**src/rtl/dio_pkg.sv**
```systemverilog
package dio_pkg;

    localparam int BYTE_W   = 8;
    localparam int ADDR_W   = 4;
    localparam int SW_BYTES = 3;
    localparam int SW_W     = SW_BYTES * BYTE_W;
    localparam int IDX_W    = 2;

    localparam logic [ADDR_W-1:0] OFS_SW_FIRST  = 4'd0;
    localparam logic [ADDR_W-1:0] OFS_LVL_LATCH = 4'd3;
    localparam logic [ADDR_W-1:0] OFS_ISO_FIRST = 4'd4;
    localparam logic [ADDR_W-1:0] OFS_LVL_PINS  = 4'd7;
    localparam logic [ADDR_W-1:0] OFS_CTRL      = 4'd12;
    localparam logic [ADDR_W-1:0] OFS_IRQ_RST   = 4'd15;
    localparam int               CTRL_OE_BIT   = 1;

    typedef enum logic [2:0] {
        K_SW,
        K_LVL_LATCH,
        K_ISO,
        K_LVL_PINS,
        K_CTRL,
        K_IRQ_RST,
        K_NONE
    } reg_kind_e;

    typedef struct packed {
        reg_kind_e          kind;
        logic [IDX_W-1:0]   idx;
    } reg_sel_t;

    function automatic reg_sel_t dio_decode(logic [ADDR_W-1:0] a);
        reg_sel_t s;
        s.kind = K_NONE;
        s.idx  = a[IDX_W-1:0];
        if (a >= OFS_SW_FIRST && a < OFS_SW_FIRST + 4'(SW_BYTES))
            s.kind = K_SW;
        else if (a == OFS_LVL_LATCH)
            s.kind = K_LVL_LATCH;
        else if (a >= OFS_ISO_FIRST && a < OFS_ISO_FIRST + 4'(SW_BYTES))
            s.kind = K_ISO;
        else if (a == OFS_LVL_PINS)
            s.kind = K_LVL_PINS;
        else if (a == OFS_CTRL)
            s.kind = K_CTRL;
        else if (a == OFS_IRQ_RST)
            s.kind = K_IRQ_RST;
        if (s.kind == K_ISO)
            s.idx = IDX_W'(a - OFS_ISO_FIRST);
        else if (s.kind == K_SW)
            s.idx = IDX_W'(a - OFS_SW_FIRST);
        return s;
    endfunction

endpackage

```
**src/rtl/dio_sync.sv**
```systemverilog
module dio_sync #(
    parameter int W      = 8,
    parameter int STAGES = 2
) (
    input  logic         clk,
    input  logic         rst,
    input  logic [W-1:0] d,
    output logic [W-1:0] q
);
    logic [W-1:0] stage_q [STAGES];

    generate
        for (genvar s = 0; s < STAGES; s++) begin : g_stage
            always_ff @(posedge clk) begin
                if (rst)
                    stage_q[s] <= '0;
                else if (s == 0)
                    stage_q[s] <= d;
                else
                    stage_q[s] <= stage_q[(s == 0) ? 0 : s-1];
            end
        end
    endgenerate

    assign q = stage_q[STAGES-1];
endmodule

```
**src/rtl/dio_wr_regs.sv**
```systemverilog
module dio_wr_regs
    import dio_pkg::*;
(
    input  logic              clk,
    input  logic              rst,
    input  logic              wr_en,
    input  logic [ADDR_W-1:0] addr,
    input  logic [BYTE_W-1:0] wdata,
    output logic [SW_W-1:0]   sw_q,
    output logic [BYTE_W-1:0] lvl_q,
    output logic              oe_q,
    output logic              soft_q
);
    reg_sel_t sel;
    logic     clr;

    assign sel = dio_decode(addr);
    assign clr = rst || soft_q;

    always_ff @(posedge clk) begin
        if (rst)
            soft_q <= 1'b0;
        else
            soft_q <= wr_en && (sel.kind == K_IRQ_RST) && !soft_q;
    end

    generate
        for (genvar g = 0; g < SW_BYTES; g++) begin : g_sw_byte
            always_ff @(posedge clk) begin
                if (clr)
                    sw_q[g*BYTE_W +: BYTE_W] <= '0;
                else if (wr_en && sel.kind == K_SW && sel.idx == IDX_W'(g))
                    sw_q[g*BYTE_W +: BYTE_W] <= wdata;
            end
        end
    endgenerate

    always_ff @(posedge clk) begin
        if (clr) begin
            lvl_q <= '0;
            oe_q  <= 1'b0;
        end else if (wr_en) begin
            if (sel.kind == K_LVL_LATCH)
                lvl_q <= wdata;
            if (sel.kind == K_CTRL)
                oe_q <= wdata[CTRL_OE_BIT];
        end
    end
endmodule

```
**src/rtl/dio_rd_mux.sv**
```systemverilog
module dio_rd_mux
    import dio_pkg::*;
(
    input  logic              clk,
    input  logic              rst,
    input  logic [ADDR_W-1:0] addr,
    input  logic [SW_W-1:0]   sw_q,
    input  logic [BYTE_W-1:0] lvl_q,
    input  logic              oe_q,
    input  logic [SW_W-1:0]   iso_s,
    input  logic [BYTE_W-1:0] pins_s,
    input  logic              irq_level,
    output logic [BYTE_W-1:0] rdata
);
    localparam int BASE_W = $clog2(SW_W);

    reg_sel_t          sel;
    logic [BYTE_W-1:0] nxt;
    logic [BASE_W-1:0] base;

    assign sel  = dio_decode(addr);
    assign base = BASE_W'(sel.idx) * BASE_W'(BYTE_W);

    always_comb begin
        nxt = '0;
        case (sel.kind)
            K_SW:        nxt = sw_q[base +: BYTE_W];
            K_LVL_LATCH: nxt = lvl_q;
            K_ISO:       nxt = iso_s[base +: BYTE_W];
            K_LVL_PINS:  nxt = pins_s;
            K_CTRL:      nxt[CTRL_OE_BIT] = oe_q;
            K_IRQ_RST:   nxt[0] = irq_level;
            default:     nxt = '0;
        endcase
    end

    always_ff @(posedge clk) begin
        if (rst)
            rdata <= '0;
        else
            rdata <= nxt;
    end
endmodule

```
**src/rtl/dio_regbank.sv**
```systemverilog
module dio_regbank
    import dio_pkg::*;
#(
    parameter int SYNC_STAGES = 2
) (
    input  logic              clk,
    input  logic              rst,
    input  logic [ADDR_W-1:0] bus_addr,
    input  logic              bus_wr,
    input  logic [BYTE_W-1:0] bus_wdata,
    output logic [BYTE_W-1:0] bus_rdata,
    input  logic [SW_W-1:0]   iso_in,
    input  logic [BYTE_W-1:0] lvl_pin_in,
    input  logic              irq_level,
    output logic [SW_W-1:0]   sw_out,
    output logic [BYTE_W-1:0] lvl_out,
    output logic              lvl_oe,
    output logic              soft_rst_o
);
    logic [SW_W-1:0]   iso_s;
    logic [BYTE_W-1:0] pins_s;

    dio_sync #(.W(SW_W), .STAGES(SYNC_STAGES)) i_sync_iso (
        .clk(clk), .rst(rst), .d(iso_in), .q(iso_s)
    );

    dio_sync #(.W(BYTE_W), .STAGES(SYNC_STAGES)) i_sync_pins (
        .clk(clk), .rst(rst), .d(lvl_pin_in), .q(pins_s)
    );

    dio_wr_regs i_wr (
        .clk(clk), .rst(rst), .wr_en(bus_wr), .addr(bus_addr),
        .wdata(bus_wdata), .sw_q(sw_out), .lvl_q(lvl_out),
        .oe_q(lvl_oe), .soft_q(soft_rst_o)
    );

    dio_rd_mux i_rd (
        .clk(clk), .rst(rst), .addr(bus_addr), .sw_q(sw_out),
        .lvl_q(lvl_out), .oe_q(lvl_oe), .iso_s(iso_s), .pins_s(pins_s),
        .irq_level(irq_level), .rdata(bus_rdata)
    );
endmodule

```
**config.mk**
```make
export PLATFORM = sky130hd
export DESIGN_NAME = dio_regbank
export DESIGN_NICKNAME = d
export VERILOG_FILES = /design/src/rtl/dio_pkg.sv /design/src/rtl/dio_sync.sv /design/src/rtl/dio_wr_regs.sv /design/src/rtl/dio_rd_mux.sv /design/src/rtl/dio_regbank.sv
export SDC_FILE = /design/constraint.sdc
export NUM_CORES = 1
export LEC_CHECK = 0
export BUFFER_PORTS_ARGS = -buffer_cell sky130_fd_sc_hd__buf_4
export CAP_MARGIN = 40
export CORE_ASPECT_RATIO = 0.6
export CORE_MARGIN = 4
export CORE_UTILIZATION = 45
export DETAILED_ROUTE_END_ITERATION = 8
export GPL_ROUTABILITY_DRIVEN = 0
export GPL_TIMING_DRIVEN = 0
export HOLD_SLACK_MARGIN = 0.12
export PLACE_DENSITY = 0.69
export SYNTH_ARGS = -nofsm -noshare
export SYNTH_HDL_FRONTEND = slang
export SYNTH_SLANG_ARGS = --single-unit
```
**constraint.sdc**
```tcl
create_clock -name clk -period 2.1 [get_ports clk]
set_input_delay 0.42 -clock clk [delete_from_list [all_inputs] [get_ports clk]]
set_output_delay 0.42 -clock clk [all_outputs]
set_load 0.005 [all_outputs]
```
* Word level (Yosys, flattened, before mapping)
Memories as Yosys holds them, arrays and structs flattened. Index checks and enable logic that the tools add are counted.
Operators by class: add/subtract/negate cells 1, order comparisons 4, eq/ne operators 11, shift operators 2, muxes and demuxes 17, bitwise gates (word level) 4, reductions and logical operators 14
Operator list (number):
- 24-bit 2-to-1 mux | 2
- 24-bit by 6-bit variable part select with 8-bit output | 2
- 6-bit one-hot mux with 4 select lines | 1
- 8-bit 2-to-1 mux | 2
- 3-bit 2-to-1 mux | 5
- 1-bit one-hot mux with 5 select lines | 2
- 4-bit == test (second input constant) | 2
- 1-bit logical AND | 8
- 3-bit by 2-bit == test with 1-bit output (second input constant) | 2
- 3-bit == test (second input constant) | 2
- 4-bit by 2-bit == test with 1-bit output (second input constant) | 1
- 4-bit by 3-bit == test with 1-bit output (second input constant) | 1
- 4-bit by 1-bit greater-or-equal comparator with 1-bit output (second input constant) | 1
- 4-bit by 3-bit greater-or-equal comparator with 1-bit output (second input constant) | 1
- 4-bit by 2-bit less-than comparator with 1-bit output (second input constant) | 1
- 4-bit by 3-bit less-than comparator with 1-bit output (second input constant) | 1
- 2-bit 2-to-1 mux | 2
- 1-bit OR | 4
- 2-bit AND reduction | 2
- 3-bit by 1-bit == test with 1-bit output (second input constant) | 1
- 3-bit logical NOT | 1
- 1-bit 2-to-1 mux | 3
- 2-bit by 1-bit == test with 1-bit output (second input constant) | 1
- 2-bit == test (second input constant) | 1
- 4 further kinds | 4
Storage, ports and cells: register bits after elaboration 42, RAM bits 64, bits of input ports 48, logic and storage cells 62, memories 2
Memories:
- i_sync_iso.stage_q | words 2, bits a word 24, rd ports 2, clocked after memory_dff 0, write ports 2, RTL line dio_sync.sv:10 | logic [W-1:0] stage_q [STAGES];
- i_sync_pins.stage_q | words 2, bits a word 8, rd ports 2, clocked after memory_dff 0, write ports 2, RTL line dio_sync.sv:10

* Depth between registers and ports, before layout
depth after elaboration 11, mapped depth 6, depth with buffers taken out 4

* By module
A second synthesis with hierarchy kept.
Unflattened totals: cells, all modules 351, area total of the unflattened synthesis 3819.9 µm²
By module, submodules not included:
- dio_sync at i_sync_iso | times used 1, cells an instance 101, area an instance 1305.0 µm²
- dio_wr_regs | times used 1, cells an instance 126, area an instance 1272.5 µm²
- dio_rd_mux | times used 1, cells an instance 91, area an instance 778.2 µm²
- dio_sync at i_sync_pins | times used 1, cells an instance 33, area an instance 464.2 µm²

* Worst setup path before layout
Ideal clock, no wire load.
path type input -> register, start point input port bus_addr[3], end point register i_wr.lvl_q[0], arrival 1.181 ns, path slack 0.791 ns, cell stages on the path 5, path through nor3b_4 > buf_6 > nand3_4 > mux2i_1 > nor2_1
Between the ends: word-level cells in the longest chain between the ends 9, elaborated cells between the ends (all ways) 18, those cells by class 4 x order compare; 5 x eq/ne; 6 x mux; 3 x reduce/logical
Ends and longest elaborated chain:
- start: declaration | RTL line dio_regbank.sv:8 | input logic [ADDR_W-1:0] bus_addr,
- 4-bit == test | RTL line dio_pkg.sv:46 | else if (a == OFS_IRQ_RST)
- 2-bit 2-to-1 mux | RTL line dio_pkg.sv:46
- 3-bit 2-to-1 mux | RTL line dio_pkg.sv:44 | else if (a == OFS_CTRL)
- 3-bit 2-to-1 mux | RTL line dio_pkg.sv:42 | else if (a == OFS_LVL_PINS)
- 3-bit 2-to-1 mux | RTL line dio_pkg.sv:40 | else if (a >= OFS_ISO_FIRST && a < OFS_ISO_FIRST + 4'(SW_BYTES))
- 3-bit 2-to-1 mux | RTL line dio_pkg.sv:38 | else if (a == OFS_LVL_LATCH)
- 3-bit 2-to-1 mux (*) | RTL line dio_pkg.sv:36 | if (a >= OFS_SW_FIRST && a < OFS_SW_FIRST + 4'(SW_BYTES))
- 3-bit by 1-bit == test with 1-bit output (*) | RTL line dio_wr_regs.sv:43 | if (sel.kind == K_LVL_LATCH)
- 2-bit AND reduction (no line) (*)
- end signal: assignment | RTL line dio_wr_regs.sv:44 | lvl_q <= wdata;
- end: declaration | RTL line dio_wr_regs.sv:10 | output logic [BYTE_W-1:0] lvl_q,
Mark *: on every way between the ends. The rest lies on a longest branch, timed or not. A chain may end at the register's enable or synchronous reset.

* Final worst setup path
start point input port bus_addr[0], end point register i_rd.rdata[3]
Between the ends: word-level cells in the longest chain between the ends 11, elaborated cells between the ends (all ways) 25, those cells by class 1 x add/sub; 4 x order compare; 7 x eq/ne; 2 x shift; 8 x mux; 3 x reduce/logical
Ends and longest elaborated chain:
- 4-bit == test | RTL line dio_pkg.sv:46
- 2-bit 2-to-1 mux | RTL line dio_pkg.sv:46
- 3-bit 2-to-1 mux | RTL line dio_pkg.sv:44
- 3-bit 2-to-1 mux | RTL line dio_pkg.sv:42
- 3-bit 2-to-1 mux | RTL line dio_pkg.sv:40
- 3-bit 2-to-1 mux | RTL line dio_pkg.sv:38
- 3-bit 2-to-1 mux | RTL line dio_pkg.sv:36
- 3-bit by 2-bit == test with 1-bit output | RTL line dio_pkg.sv:48, dio_rd_mux.sv:26
- 2-bit 2-to-1 mux | RTL line dio_pkg.sv:48 | if (s.kind == K_ISO)
- 24-bit by 6-bit variable part select with 8-bit output (on tied branches) | RTL line dio_rd_mux.sv:29, dio_rd_mux.sv:27
- 6-bit one-hot mux with 4 select lines (*) | RTL line dio_rd_mux.sv:26 | case (sel.kind)
- end signal: assignment | RTL line dio_rd_mux.sv:41 | rdata <= nxt;
- end: declaration | RTL line dio_rd_mux.sv:13 | output logic [BYTE_W-1:0] rdata
Marks and branches as above.

==> flow_summary.json <==
{
  "status": "finished clean",
  "period_share_pct": 70.1,
  "routedWlPerCell_um": 16.4,
  "clock_latency_ns": 0.34,
  "grt_pass1_wl_um": 15000,
  "worstPathMaxFanout": 10,
  "yosys.area.top_type_share_pct": 56.3,
  "die_h_um": 78.9,
  "drtPass1Iterations": 4,
  "ctsResizeCount": 0,
  "ys_types": 35,
  "async_flop_share_pct": 0,
  "post_cts_hold_buffer_count": 0,
  "setup_viol": 0,
  "crit_type": "in2reg",
  "critical_path_required_ns": 2.34,
  "timing.final.hold_violations": 0,
  "worstSetupEndpointType": "register",
  "dieArea_um2": 9950,
  "antenna_found_initial": 0,
  "synth_seq_area_share_pct": 56.3,
  "cts_buffers": 9,
  "synth_seq_cells": 106,
  "viasPerCell": 5.02,
  "routed_wl_um": 9470,
  "grt_pass1_vias": 2824,
  "synth_common_cells": "dfxtp_1 (106), nor2b_1 (66), mux2i_1 (33)",
  "yosysMostFrequentCell": "dfxtp_1",
  "start_util_pct": 47.0,
  "clock_skew_ns": 0.00518,
  "clk_pin_slew_worst_paths_ns": 0.06,
  "grt_max_degree": 16,
  "synth_edf_count": 0,
  "yosys-top-cells-area": "dfxtp_1 (56%), nor2b_1 (11%), mux2i_1 (8.8%)",
  "synth_ff_type": "dfxtp_1",
  "final_layout_size_suffix_gt1_share_pct": 25.3,
  "vias": 2902,
  "cts_root_buffer": "clkbuf_16",
  "arrival_ns": 1.71,
  "fillerInstances": 703,
  "timing.slew.headroom_pct": 59.0,
  "antenna_cells": 0,
  "cts.path.max_buffers": 2,
  "seqCellArea_um2": 2120,
  "crit_path_start_kind": "input pin",
  "worstMarginPinSlew_ns": 0.610,
  "core_area_um2": 8010,
  "drcViolationCount": 0,
  "ff2ff_path_depth": 4,
  "ant_nets": 0,
  "nets": 515,
  "grtUsageTotal_pct": 19.7,
  "synth_fp_nets": 415,
  "yosysTopAreaCell": "dfxtp_1",
  "fin_tns_setup_ns": 0,
  "syn_avg_cell_area_um2": 10.3,
  "power_density_nw_per_um2": 851,
  "syn_area_um2": 3770,
  "num_io_pins": 90,
  "cts_tree": "done",
  "io_buffer_count": 89,
  "hpwl_um": 7070,
  "die_w_um": 126,
  "multi_input_area_um2": 1500,
  "syn_inst": 367,
  "ir_drop_mv": 0.402,
  "slew_viol_final": 0,
  "yosys_warnings": 0,
  "clock_sinks": 106,
  "rsz0062_at_grt": "false",
  "htreeDepth": 3,
  "p_leak_nw": 2.12,
  "power_mw": 4.15,
  "fmax_mhz": 679,
  "area_growth_pct": 29.5,
  "maxCapViolCount": 0,
  "grt.overflow.total": 0,
  "min_path_type": "in2reg",
  "hold_depth": 2,
  "fin_crit_ns": 1.47,
  "drtIter0Drc": 214,
  "row_count": 25,
  "postCtsSetupRepairBufs": 0
}
sequential cells by signal (all words and copies together), names as in the netlist:
| signal | cells |
|---|---|
| i_rd.rdata | 8 |
| i_wr.oe_q | 1 |
| i_sync_pins.stage_q | 16 |
| i_wr.sw_q | 24 |
| i_wr.soft_q | 1 |
| i_wr.lvl_q | 8 |
| i_sync_iso.stage_q | 48 |
final cells by class:
class	count	area share (%)
flip-flops and latches	106	43.5
well taps	108	2.77
inverters	1	0.0769
clock inverters	3	1.33
multi-input cells	235	30.8
repair buffers	89	13.7
clock buffers	11	4.98
plain buffers	25	2.82
logic make-up (layout without fill, tap and decap cells):
kind of cell | count (synthesis) | in the layout | synth area share, %
AO/OA/AOI/OAI | 51 | 51 | 8.93
flip-flops | 106 | 106 | 56.3
XOR/XNOR | 1 | 1 | 0.233
AND/OR/NAND/NOR | 148 | 148 | 21.4
multiplexers | 35 | 35 | 9.37
buffers and inverters | 26 | 129 | 3.75
stage by stage:
step	instance area, µm²	cells	worst slack [ns]	hold WS (ns)	utilization (%)
2_1_floorplan	3770	367	0.791	0.414	-
3_3_place_gp	4570	564	0.271	0.423	57.1
3_5_place_dp	4570	564	0.257	0.423	57.1
4_1_cts	4880	578	0.611	0.281	60.9
5_1_grt	4880	578	0.473	0.278	60.9
6_report	4880	578	0.628	0.290	60.9
critical path, stage by stage:
cell      delay [ns]
buf_4           0.14
nor2b_1         0.09
buf_2           0.17
buf_1           0.47
a21oi_1         0.17
o221ai_1        0.25
metal layers:
metal	GRT usage [%]	vias to the layer above	share of wire (%)
met1	29.1	1365	51
met3	7.19	5	7.7
met4	2.89	0	0.48
li1	-	1433	-
met2	27.9	99	41
met5	0	-	0
placed cells by master, fill, tap and decap left out, types with 2 or more instances in the layout:
cell	n
a21oi_1	25
a22oi_1	6
buf_1	2
buf_2	5
buf_4	93
buf_6	3
bufinv_16	2
clkbuf_1	12
clkbuf_16	9
dfxtp_1	106
mux2i_1	33
nand2_1	29
nand3_1	19
nand3_4	2
nor2_1	24
nor2b_1	66
o21ai_0	2
o221ai_1	6
o2bb2ai_1	6
final timing paths:
path	startpoint	end	slack, ns
min reg2reg	i_sync_iso.stage_q[0][21]	i_sync_iso.stage_q[1][21]	0.44
max reg2reg	i_wr.soft_q	i_wr.sw_q[9]	0.65
max	bus_addr[0]	i_rd.rdata[3]	0.63
min	lvl_pin_in[0]	i_sync_pins.stage_q[0][0]	0.29
power by group:
group          leakage [nW]  internal [mW]  switching [mW]
sequential            0.869           2.08          0.0196
combinational          1.09          0.151           0.162
clock                 0.151           1.06           0.680
(Power assumes the default switching activity.)
